<file path="src/rtl/adc_fmt_pkg.sv">
package adc_fmt_pkg;
   typedef enum logic {
      SRC_ADC  = 1'b0,
      SRC_TONE = 1'b1
   } src_sel_e;
endpackage

</file>
<file path="src/rtl/adc_capture_reg.sv">
module adc_capture_reg #(
   parameter int W = 12
) (
   input  logic         clk,
   input  logic         rst_n,
   input  logic [W-1:0] d,
   input  logic         d_ovr,
   output logic [W-1:0] q,
   output logic         q_ovr,
   output logic         q_valid
);
   // one fixed register stage on the converter clock
   always_ff @(posedge clk or negedge rst_n) begin
      if (!rst_n) begin
         q       <= '0;
         q_ovr   <= 1'b0;
         q_valid <= 1'b0;
      end else begin
         q       <= d;
         q_ovr   <= d_ovr;
         q_valid <= 1'b1;
      end
   end
endmodule

</file>
<file path="src/rtl/adc_code_convert.sv">
module adc_code_convert #(
   parameter int W          = 12,
   parameter bit CONVERT_EN = 1'b1
) (
   input  logic         offset_bin,
   input  logic [W-1:0] din,
   output logic [W-1:0] dout
);
   generate
      if (CONVERT_EN) begin : g_conv
         // straight binary to two's complement: flip the sign position
         always_comb dout = {din[W-1] ^ offset_bin, din[W-2:0]};
      end else begin : g_pass
         logic unused_cfg;
         always_comb begin
            unused_cfg = offset_bin;
            dout       = din;
         end
      end
   endgenerate
endmodule

</file>
<file path="src/rtl/sample_word_pack.sv">
module sample_word_pack #(
   parameter int W      = 12,
   parameter int HALF_W = 16,
   parameter int WORD_W = 32
) (
   input  logic [W-1:0]      smp,
   input  logic              ovr,
   output logic [WORD_W-1:0] word
);
   localparam int EXT_W = HALF_W - W - 1;
   localparam int HI_W  = WORD_W - HALF_W;

   always_comb word = {{HI_W{1'b0}}, {EXT_W{smp[W-1]}}, ovr, smp};
endmodule

</file>
<file path="src/rtl/src_stream_mux.sv">
module src_stream_mux
   import adc_fmt_pkg::*;
#(
   parameter int WORD_W = 32
) (
   input  logic              clk,
   input  logic              rst_n,
   input  logic              sel_tone,
   input  logic [WORD_W-1:0] adc_word,
   input  logic              adc_valid,
   input  logic [WORD_W-1:0] tone_word,
   input  logic              tone_valid,
   output logic              tone_ready,
   output logic [WORD_W-1:0] out_data,
   output logic              out_valid,
   input  logic              out_ready,
   output logic              lost
);
   src_sel_e src;
   logic     slot_free, take_adc, take_tone;

   always_comb begin
      src        = sel_tone ? SRC_TONE : SRC_ADC;
      slot_free  = !out_valid || out_ready;
      take_adc   = slot_free && (src == SRC_ADC) && adc_valid;
      take_tone  = slot_free && (src == SRC_TONE) && tone_valid;
      tone_ready = slot_free && (src == SRC_TONE);
   end

   // source is chosen only when a whole new word is loaded
   always_ff @(posedge clk or negedge rst_n) begin
      if (!rst_n) begin
         out_data  <= '0;
         out_valid <= 1'b0;
      end else if (take_adc) begin
         out_data  <= adc_word;
         out_valid <= 1'b1;
      end else if (take_tone) begin
         out_data  <= tone_word;
         out_valid <= 1'b1;
      end else if (out_ready) begin
         out_valid <= 1'b0;
      end
   end

   always_ff @(posedge clk or negedge rst_n) begin
      if (!rst_n)
         lost <= 1'b0;
      else if (!slot_free && (src == SRC_ADC) && adc_valid)
         lost <= 1'b1;
   end

   p_hold_stable_r7: assert property (@(posedge clk) disable iff (!rst_n)
      (out_valid && !out_ready) |=> (out_valid && $stable(out_data)));

   p_sticky_lost_r8: assert property (@(posedge clk) disable iff (!rst_n)
      lost |=> lost);

   p_adc_continuous_r10: assert property (@(posedge clk) disable iff (!rst_n)
      (!sel_tone && adc_valid) |=> out_valid);
endmodule

</file>
<file path="src/rtl/adc_stream_formatter.sv">
module adc_stream_formatter #(
   parameter int SAMPLE_W   = 12,
   parameter int HALF_W     = 16,
   parameter int WORD_W     = 32,
   parameter bit CONVERT_EN = 1'b1
) (
   input  logic                clk,
   input  logic                rst_n,
   input  logic                cfg_offset_bin,
   input  logic                sel_tone,
   input  logic [SAMPLE_W-1:0] adc_data,
   input  logic                adc_ovr,
   input  logic [SAMPLE_W-1:0] tone_tdata,
   input  logic                tone_tvalid,
   output logic                tone_tready,
   output logic [WORD_W-1:0]   m_tdata,
   output logic                m_tvalid,
   input  logic                m_tready,
   output logic                overflow
);
   generate
      if (HALF_W < SAMPLE_W + 2 || WORD_W != 2 * HALF_W || SAMPLE_W < 2) begin : g_bad_cfg
         $error("adc_stream_formatter: width parameters inconsistent");
      end
   endgenerate

   logic [SAMPLE_W-1:0] cap_q, cap_conv;
   logic                cap_ovr, cap_valid;
   logic [WORD_W-1:0]   adc_word, tone_word;

   adc_capture_reg #(.W(SAMPLE_W)) u_cap (
      .clk(clk), .rst_n(rst_n), .d(adc_data), .d_ovr(adc_ovr),
      .q(cap_q), .q_ovr(cap_ovr), .q_valid(cap_valid)
   );

   adc_code_convert #(.W(SAMPLE_W), .CONVERT_EN(CONVERT_EN)) u_conv (
      .offset_bin(cfg_offset_bin), .din(cap_q), .dout(cap_conv)
   );

   sample_word_pack #(.W(SAMPLE_W), .HALF_W(HALF_W), .WORD_W(WORD_W)) u_pack_adc (
      .smp(cap_conv), .ovr(cap_ovr), .word(adc_word)
   );

   // tone samples carry no over-range information
   sample_word_pack #(.W(SAMPLE_W), .HALF_W(HALF_W), .WORD_W(WORD_W)) u_pack_tone (
      .smp(tone_tdata), .ovr(1'b0), .word(tone_word)
   );

   src_stream_mux #(.WORD_W(WORD_W)) u_mux (
      .clk(clk), .rst_n(rst_n), .sel_tone(sel_tone),
      .adc_word(adc_word), .adc_valid(cap_valid),
      .tone_word(tone_word), .tone_valid(tone_tvalid), .tone_ready(tone_tready),
      .out_data(m_tdata), .out_valid(m_tvalid), .out_ready(m_tready),
      .lost(overflow)
   );

   p_tone_clean_r5: assert property (@(posedge clk) disable iff (!rst_n)
      (tone_tvalid && tone_tready) |=>
         (!m_tdata[SAMPLE_W] && m_tdata[SAMPLE_W-1:0] == $past(tone_tdata)));
endmodule

</file>
<file path="config.mk">
export PLATFORM = sky130hd
export DESIGN_NAME = adc_stream_formatter
export DESIGN_NICKNAME = d
export VERILOG_FILES = /design/src/rtl/adc_fmt_pkg.sv /design/src/rtl/adc_capture_reg.sv /design/src/rtl/adc_code_convert.sv /design/src/rtl/sample_word_pack.sv /design/src/rtl/src_stream_mux.sv /design/src/rtl/adc_stream_formatter.sv
export SDC_FILE = /design/constraint.sdc
export NUM_CORES = 1
export LEC_CHECK = 0
export BUFFER_PORTS_ARGS = -buffer_cell sky130_fd_sc_hd__buf_2
export CORE_AREA = 2 2 78 94
export CTS_CLUSTER_SIZE = 16
export DETAILED_ROUTE_END_ITERATION = 6
export DIE_AREA = 0 0 80 96
export MAX_ROUTING_LAYER = met4
export REMOVE_ABC_BUFFERS = 1
export SLEW_MARGIN = 15
export SYNTH_ARGS = -nofsm -noshare
export SYNTH_HDL_FRONTEND = slang
export SYNTH_HIERARCHICAL = 1
export SYNTH_SLANG_ARGS = --single-unit
</file>
<file path="constraint.sdc">
create_clock -name clk -period 1.4 [get_ports clk]
set_clock_uncertainty 0.15 [all_clocks]
set_input_delay 0.21 -clock clk [delete_from_list [all_inputs] [get_ports clk]]
set_output_delay 0.21 -clock clk [all_outputs]
set_load 0.01 [all_outputs]
</file>
==> flow_summary.json <==
{
  "drc": 0,
  "cp_common_cell": "buf_4",
  "wl_um": 4900,
  "holdCritPathClass": "in2reg",
  "fin_crit_sh_pct": 103,
  "yosysUniqueCellTypes": 16,
  "cts_buffers": 5,
  "setup_viol": 8,
  "grt.total_usage_pct": 13.4,
  "cap_violations": 0,
  "p_leak_nw": 1.61,
  "layout_common_cells": "inv_1, buf_2, dfrtp_1, conb_1, a222oi_1",
  "failed_checks": "negative setup slack",
  "core_mm2": 0.00677,
  "final.setup.worst_slack_ps": -47.0,
  "finalNonFillerCells": 406,
  "crit_type": "reg2out",
  "dp.cells": 377,
  "htreeDepth": 2,
  "rsz0062_at_grt": "true",
  "path_clk_slew_ps": 90,
  "gr-total-overflow": 0,
  "avgSynthCellArea_um2": 9.52,
  "outcome": "finished, violations left",
  "cts_buffer_depth": 2,
  "num_rows": 33,
  "synth_edf_count": 0,
  "cp_data_arrival_time_ps": 1090,
  "slew_viol_final": 0,
  "chipHeight_um": 96,
  "synthesis.yosys.warnings": 6,
  "grt_max_degree": 49,
  "post-dp-hpwl_um": 2800,
  "viasPerCell": 4.11,
  "cp.buffers_inverters": 3,
  "ys.flop_type": "dfrtp_1",
  "fillerInstances": 662,
  "grt_pass1_wl_um": 7620,
  "cts_tree": "built",
  "n_antenna_cell": 0,
  "synthesis.area_mm2": 0.00264,
  "async_reset_ff_share_pct": 100,
  "io_pins": 66,
  "ir_worst_vdd_mv": 0.651,
  "antenna_found_initial": 0,
  "drive_above_1_share_pct": 28.2,
  "endpoint_kind": "output pin",
  "power_mw": 3.58,
  "seq_area_mm2": 0.00120,
  "synth_cells": 277,
  "cts.sinks": 48,
  "port_buffers": 65,
  "gp_congestion": 0.649,
  "first_iter_violations": 152,
  "clock_latency_ps": 290,
  "multiInputGateArea_um2": 547,
  "ant_nets": 0,
  "ys_ff_latch": 48,
  "num_vias": 1667,
  "crit_path_top_delay_cell": "dfrtp_1",
  "post_drt_wl_per_cell_um": 12.1,
  "drtPass1Iterations": 5,
  "start_util_pct": 38.9,
  "grt_pass1_vias": 1578,
  "crit_fanout": 2,
  "required_ps": 1040,
  "clk_root_buffer_cell": "clkbuf_8",
  "critical-path-max-stage-delay_ps": 420,
  "max_freq_mhz": 691,
  "nNetsFinal": 349,
  "final_common_cell": "inv_1",
  "path_cells": "buf_4, buf_4, buf_6",
  "die_area_mm2": 0.00768,
  "period_needed_ps": 1450,
  "yosysSeqAreaShare_pct": 45.6,
  "cpLargestDelayFamily": "flip-flops",
  "start_kind": "flop",
  "fp.dieW_um": 80,
  "areaGrowthSynthToFinish_pct": 12.7,
  "hold_viol_final": 0,
  "powerDensity_mw_per_mm2": 1210
}
==> flip-flops by register name, indices dropped and copies added, names as in the netlist <==
name	cells
u_mux/out_data	32
u_cap/q_ovr	1
u_cap/q	12
u_cap/q_valid	1
u_mux/out_valid	1
u_mux/lost	1
==> final timing paths <==
path	start	slack, ps	cells after the start	endpoint
max	u_mux/out_valid$_DFFE_PN0P_	-50	3	m_tvalid
max reg2reg	u_mux/out_valid$_DFFE_PN0P_	-40	4	u_mux/out_data[14]$_DFFE_PN0P_
min in group asynchronous	rst_n	280	3	u_mux/out_data[29]$_DFFE_PN0P_
min reg2reg	u_mux/lost$_DFFE_PN0P_	320	1	u_mux/lost$_DFFE_PN0P_
max in group asynchronous	rst_n	600	3	u_cap/q_valid$_DFF_PN0_
min	tone_tdata[2]	20	3	u_mux/out_data[2]$_DFFE_PN0P_
==> worst min-delay path, delay by kind of cell <==
kind	cells	cell delay (ps)
buf+inv	2	140
compound gates	1	70
==> power by group <==
part           switching (mW)  internal (mW)  leakage (nW)
clock                   0.443          0.630        0.0645
sequential              0.101           1.59         0.539
combinational           0.432          0.389          1.01
==> what timing repair did <==
action                     CTS  global route
setup endpoints to repair   33            34
hold buffers                15             0
cloned                       1             2
resized for setup            5             5
setup buffers                1             2
hold endpoints to repair    62             0
pin swaps                    2             9
==> cell usage after synthesis (3+ instances only) <==
master,count,share of area [%]
buf_6,7,3.0
conb_1,4,0.57
buf_4,75,21
buf_2,3,0.57
a222oi_1,32,12
and2_1,3,0.71
inv_1,97,14
dfrtp_1,48,46
==> cell type report <==
class                   count  area share [%]
flip-flops and latches     48            40.4
well taps                  87            3.66
clock buffers               7            3.24
clock inverters             1            1.01
inverters                  97            12.3
multi-input cells          77            18.4
repair buffers             89            21.0
==> metrics by stage <==
stage	hold slack, ps	TNS [ps]	instance area [µm²]	worst slack [ps]	utilization, %
final	16.6	-180	2970	-47.0	43.9
after global routing	4.80	-1950	2970	-106	43.9
after CTS	2.98	-326	2890	-57.2	42.7
after detailed placement	69.0	-2510	2580	-101	38.1
after global placement	69.0	-467	2580	-21.2	38.1
after floorplan	-236	-23250	2090	-707	-
==> cells by family (layout without fill, tap and decap cells) <==
logic type | count (synthesis) | count (layout) | share of synthesized area, %
DFF | 48 | 48 | 45.6
buffers and inverters | 183 | 194 | 38.9
AOI/OAI and AO/OA | 34 | 34 | 12.7
other | 4 | 34 | 0.569
and+or+nand+nor | 7 | 8 | 1.95
xor gates and xnor gates | 1 | 1 | 0.332
==> metal layers <==
metal | routed length (µm) | vias to the layer above | track usage [%] | part of all wire [%]
li1 | - | 830 | - | -
met1 | 2120 | 773 | 16.6 | 43
met2 | 2440 | 58 | 21.2 | 50
met3 | 272 | 6 | 3.10 | 5.6
met4 | 65 | 0 | 5.65 | 1.3
met5 | 0 | - | - | 0
Power figures use the tool's default switching activity.
